**src/rtl/step_pkg.sv**
```systemverilog
package step_pkg;

    typedef enum logic [0:0] {
        ST_RUN  = 1'b0,
        ST_FULL = 1'b1
    } step_state_e;

endpackage

```
**src/rtl/tick_prescaler.sv**
```systemverilog
module tick_prescaler #(
    parameter int unsigned CLK_HZ = 50_000_000
) (
    input  logic clk,
    input  logic rst,
    input  logic halt,
    output logic tick
);

    localparam int unsigned PW = (CLK_HZ > 1) ? $clog2(CLK_HZ) : 1;
    localparam logic [PW-1:0] RELOAD = PW'(CLK_HZ - 1);

    logic [PW-1:0] remain;

    always_ff @(posedge clk) begin
        if (rst) begin
            remain <= RELOAD;
        end else if (!halt) begin
            if (remain == '0) begin
                remain <= RELOAD;
            end else begin
                remain <= remain - 1'b1;
            end
        end
    end

    always_comb begin
        tick = (remain == '0) && !halt;
    end


    reload_after_tick_chk: assert property (@(posedge clk) disable iff (rst)
        tick |=> (remain == RELOAD));


    halt_freeze_chk: assert property (@(posedge clk) disable iff (rst)
        halt |=> $stable(remain));

endmodule

```
**src/rtl/step_core.sv**
```systemverilog
module step_core
    import step_pkg::*;
#(
    parameter int unsigned CNT_W = 8
) (
    input  logic             clk,
    input  logic             rst,
    input  logic             tick,
    input  logic             run_n,
    output logic [CNT_W-1:0] count,
    output logic             at_max
);

    localparam logic [CNT_W-1:0] TOP     = '1;
    localparam logic [CNT_W-1:0] PRE_TOP = TOP - 1'b1;

    step_state_e state, state_nx;
    logic        take;

    always_comb begin
        take = tick && !run_n;
    end

    always_comb begin
        state_nx = state;
        unique case (state)
            ST_RUN: begin
                if (take && count == PRE_TOP) begin
                    state_nx = ST_FULL;   // run_to_full
                end
            end
            ST_FULL: begin
                state_nx = ST_FULL;       // full_hold
            end
            default: state_nx = ST_RUN;
        endcase
    end

    always_ff @(posedge clk) begin
        if (rst) begin
            state <= ST_RUN;
            count <= '0;
        end else begin
            state <= state_nx;
            if (state == ST_RUN && take) begin
                count <= count + 1'b1;
            end
        end
    end

    always_comb begin
        unique case (state)
            ST_RUN:  at_max = 1'b0;
            ST_FULL: at_max = 1'b1;
            default: at_max = 1'b0;
        endcase
    end


    reset_clear_chk: assert property (@(posedge clk)
        rst |=> (count == '0 && !at_max));


    gate_hold_chk: assert property (@(posedge clk) disable iff (rst)
        run_n |=> $stable(count));


    no_tick_hold_chk: assert property (@(posedge clk) disable iff (rst)
        !tick |=> $stable(count));


    no_wrap_chk: assert property (@(posedge clk) disable iff (rst)
        1'b1 |=> (count >= $past(count)));


    flag_match_chk: assert property (@(posedge clk) disable iff (rst)
        at_max |-> (count == TOP));

endmodule

```
**src/rtl/step_counter_top.sv**
```systemverilog
module step_counter_top #(
    parameter int unsigned CLK_HZ = 50_000_000,
    parameter int unsigned CNT_W  = 8
) (
    input  logic             clk,
    input  logic             rst,
    input  logic             run_n,
    output logic [CNT_W-1:0] step,
    output logic             at_max
);

    logic tick;
    logic full;

    tick_prescaler #(
        .CLK_HZ (CLK_HZ)
    ) u_pre (
        .clk  (clk),
        .rst  (rst),
        .halt (full),
        .tick (tick)
    );

    step_core #(
        .CNT_W (CNT_W)
    ) u_core (
        .clk    (clk),
        .rst    (rst),
        .tick   (tick),
        .run_n  (run_n),
        .count  (step),
        .at_max (full)
    );

    assign at_max = full;

endmodule

```
**config.mk**
```make
export PLATFORM = sky130hd
export DESIGN_NAME = step_counter_top
export DESIGN_NICKNAME = d
export VERILOG_FILES = /design/src/rtl/step_pkg.sv /design/src/rtl/tick_prescaler.sv /design/src/rtl/step_core.sv /design/src/rtl/step_counter_top.sv
export SDC_FILE = /design/constraint.sdc
export NUM_CORES = 1
export LEC_CHECK = 0
export BUFFER_PORTS_ARGS = -buffer_cell sky130_fd_sc_hd__buf_2
export CELL_PAD_IN_SITES_DETAIL_PLACEMENT = 1
export CELL_PAD_IN_SITES_GLOBAL_PLACEMENT = 1
export CORE_MARGIN = 2
export CORE_UTILIZATION = 48
export CTS_CLUSTER_DIAMETER = 40
export DETAILED_ROUTE_END_ITERATION = 16
export PLACE_DENSITY = 0.82
export REMOVE_ABC_BUFFERS = 1
export SLEW_MARGIN = 20
export SYNTH_ARGS = -nofsm -noshare
export SYNTH_HDL_FRONTEND = slang
export SYNTH_HIERARCHICAL = 1
export SYNTH_SLANG_ARGS = --single-unit
```
**constraint.sdc**
```tcl
create_clock -name clk -period 9.4 [get_ports clk]
set_input_delay 0.94 -clock clk [delete_from_list [all_inputs] [get_ports clk]]
set_output_delay 0.94 -clock clk [all_outputs]
set_load 0.005 [all_outputs]
```
==> metrics.md <==
| Metric | Value |
|---|---|
| Largest delay share family, worst path | simple AND/OR/NAND/NOR gates |
| Final-report setup violation count | 0 |
| Slew HR | 30.0% |
| Multi-input combinational cell area | 903 µm² |
| Crit path buffers/inverters | 1 |
| Bufs on Longest Clock Path | 2 |
| Final WS setup | around 6 ns |
| Top cell type by total area after synthesis | dfxtp_1 |
| First-pass GRT wire length | 6640 µm |
| Hpwl dp | around 2700 µm |
| Setup bufs post-CTS | 0 |
| Ant. Diodes | 0 |
| Grt total ovfl | 0 |
| Io pins | 12 |
| H-tree levels | 2 |
| Vias in the first global route | approximately 1400 |
| Total Wirelength | about 3700 µm |
| TritonCTS buffer count | 5 |
| Chip height | 63.3 µm |
| Total GRT Usage | roughly a fifth |
| Final Hold Viols | 0 |
| DR vias/cell | ~5.9 |
| Fin crit share | between 30% and 40% |
| Resized Gates After CTS | 0 |
| Hold buffer count at cts | 0 |
| WHS Path Cells | 2 |
| Share of cells above drive strength 1 | ~15% |
| VDD IR-drop max | ~0.064 mV |
| Min cycle time layout | roughly 3.3 ns |
| Vias | around 1400 |
| Req. time, crit path | just under 10 ns |
| Status | finished clean |
| WHS Endpoint | u_pre/remain[11] |
| Core footprint | 3360 µm² |
| Slew @ Worst Pin | between 1 and 1.5 ns |
| Yosys cell types | 41 |
| Pre-Repair DR Iteration Count | 4 |
| Maximum fanout along the worst path | 8 |
| Post-synth EDFFs | 0 |
| Slew Limit Fails | 0 |
| # fillers | between 400 and 500 |
| Nets | between 200 and 250 |
| Flop pwr share | about 63% |
| Ys flop type | dfxtp_1 |
| Detailed-route DRC error count | 0 |
| Synth top area cells | dfxtp_1 (42%), or4_1 (6.2%), o31ai_1 (4.9%), xnor2_1 (4.7%), nand3_1 (3.0%) |
| Crit path max-delay cell type | nor4_1 |
| Unrepaired setup endpoints after global routing | false |
| Most frequent cells in the layout | dfxtp_1 (35), or4_1 (14), nor2_1 (13) |
| Synth Register Bits | 35 |
| Reg-to-reg endpoint | u_core/count[5] |
| FF-to-FF setup slack | 6.07 ns |
| Worst hold path type | reg -> reg |
| Pre-CTS worst setup slack | between 6 and 7 ns |
| Internal power | roughly 0.18 mW |
| Sw frac | about a quarter |
| CP arrival | about 3.6 ns |
| Die width | ~63 µm |
| DRT iter0 DRCs | 34 |
| Top-area cell type share of the netlist area | 41.6% |
| Clock Pin Slew Worst Setup and Hold Paths | 0.11 ns |
| Clock power frac | 32.9% |
| Cell Rows | 21 |
| Synth warn | 6 |
| CP peak stage delay | roughly 0.7 ns |
| Worst reg2reg path depth | 8 |
| Synth Instances | 190 |
| DRT antenna net count | 0 |
| Max cap viols | 0 |
| Syn Area/Cell | 8.87 µm² |
| CTS Sinks | 35 |
| Register cell area after layout | 701 µm² |
| Hold wc startpoint | u_pre/remain[11] |
| Power Density | about 130 nW/µm² |
| Initial antenna violation count | 0 |
| RD Place Congestion | approximately 0.78 |
| F_max | 0.301 GHz |
| Root Buffer | clkbuf_4 |
| Net switching power | around 0.057 mW |
| # port buffers | 11 |
| Synthesized area | 1690 µm² |
| Async set-reset flop share out of synthesis | 0% |
| Die ar. | about 4000 µm² |
| Crit. End Element | register |
| Clk_lat worst skew | approximately 0.34 ns |
| Largest net degree at the start of global routing | 18 |
| Commonest non-fill, non-tap cell in the layout | dfxtp_1 |
| Crit path cell chain | inv_1 > ha_1 > or3b_2 > nor4_1 > and3_1 > or3b_1 > or4_1 > a21oi_1 |
| Area grow syn2layout | 6.83% |
| Combinational Power Share | under 10% |
| Type of origin of the critical path | register |
| Routed len/inst | between 15 and 20 µm |
| Kind of critical path | reg -> reg |
| Initial Util | between 50% and 60% |
| CTS tree | yes |
| Post-Route Setup TNS | 0 ns |
| Seq/Total Area, Yosys | 41.6% |
| Reg2reg start | u_pre/remain[0] |
| Pleak | 0.601 nW |
| Final Skew | roughly 0.007 ns |
-- registers in the layout (all words and copies together) (netlist names) --
| name | count |
|---|---|
| u_pre/remain | 26 |
| u_core/state | 1 |
| u_core/count | 8 |
-- cells by family after synthesis --
logic type / after synthesis / share of synthesized area [%]
mux: 1 / 0.668
fa+ha+maj: 3 / 2.23
buf+inv: 18 / 5.20
simple gates: 82 / 29.4
xor+xnor: 11 / 5.72
flops: 35 / 41.6
compound gates: 40 / 15.2
-- cell usage after synthesis (2+ instances only) --
| library cell | count |
|---|---|
| o31ai_1 | 11 |
| buf_2 | 2 |
| xor2_1 | 2 |
| nand2_1 | 11 |
| nor3_1 | 4 |
| or4_4 | 3 |
| nand4_1 | 3 |
| or3_1 | 4 |
| nor4_1 | 5 |
| ha_1 | 3 |
| o21ai_0 | 9 |
| clkbuf_1 | 4 |
| a31oi_1 | 5 |
| nor2_1 | 13 |
| and3_1 | 2 |
| nand3_1 | 10 |
| dfxtp_1 | 35 |
| xnor2_1 | 9 |
| or4_1 | 14 |
| or2_2 | 3 |
| and4_1 | 2 |
| a21oi_1 | 9 |
| inv_1 | 9 |
-- worst register-to-register path: cells and delay by family (launching register included) --
| kind | cells | cell delay [ns] |
|---|---|---|
| DFF | 1 | 0.34 |
| AOI/OAI and AO/OA | 1 | 0.15 |
| adders and majority gates | 1 | 0.15 |
| and+or+nand+nor | 5 | 2.56 |
| buffers and inverters | 1 | 0.06 |
-- per-stage QoR --
stage | hold WS (ns) | cells | util [%] | power (mW) | area, µm²
after floorplan | 0.439 | 181 | - | 0.160 | 1630
after global routing | 0.505 | 246 | 53.5 | 0.250 | 1800
after detailed placement | 0.473 | 238 | 51.9 | 0.164 | 1740
after CTS | 0.494 | 246 | 53.3 | 0.244 | 1790
final | 0.491 | 246 | 53.5 | 0.239 | 1800
after global placement | 0.456 | 238 | 51.9 | 0.163 | 1740
-- cell type report --
class                           count  area share [%]
Clock buffer                        7            2.50
Inverter                            9            1.88
Timing Repair Buffer               11            3.06
Sequential cell                    35            38.9
Clock inverter                      1           0.278
Tap cell                           46            3.20
Multi-Input combinational cell    137            50.2
-- power groups by stage --
stage	clock network [mW]	logic [mW]	registers, mW
after floorplan	0	0.00548	0.154
after global placement	0	0.00811	0.155
after detailed placement	0	0.00902	0.155
after CTS	0.0830	0.00901	0.152
after global routing	0.0883	0.0102	0.152
final	0.0788	0.00904	0.152
-- per-layer routing --
layer	GRT usage (%)	wire, µm	part of all wire [%]
met4	7.61	70	1.9
met2	34.3	1770	47
met3	6.61	101	2.7
met1	26.3	1790	48
met5	0	0	0
-- worst max-delay path by stage --
stage / from / endpoint / slack, ns / depth (start not counted)
finish: u_pre/remain[0] / u_core/count[5] / 6.07 / 8
global route: u_pre/remain[0] / u_core/count[5] / 5.84 / 8
CTS: u_pre/remain[0] / u_core/count[5] / 6.11 / 8
detailed placement: u_pre/remain[0] / u_core/count[5] / 6.15 / 8
global placement: u_pre/remain[0] / u_core/count[7] / 6.32 / 8
floorplan: u_pre/remain[0] / u_core/count[5] / 6.53 / 8
Power figures use the tool's default switching activity.
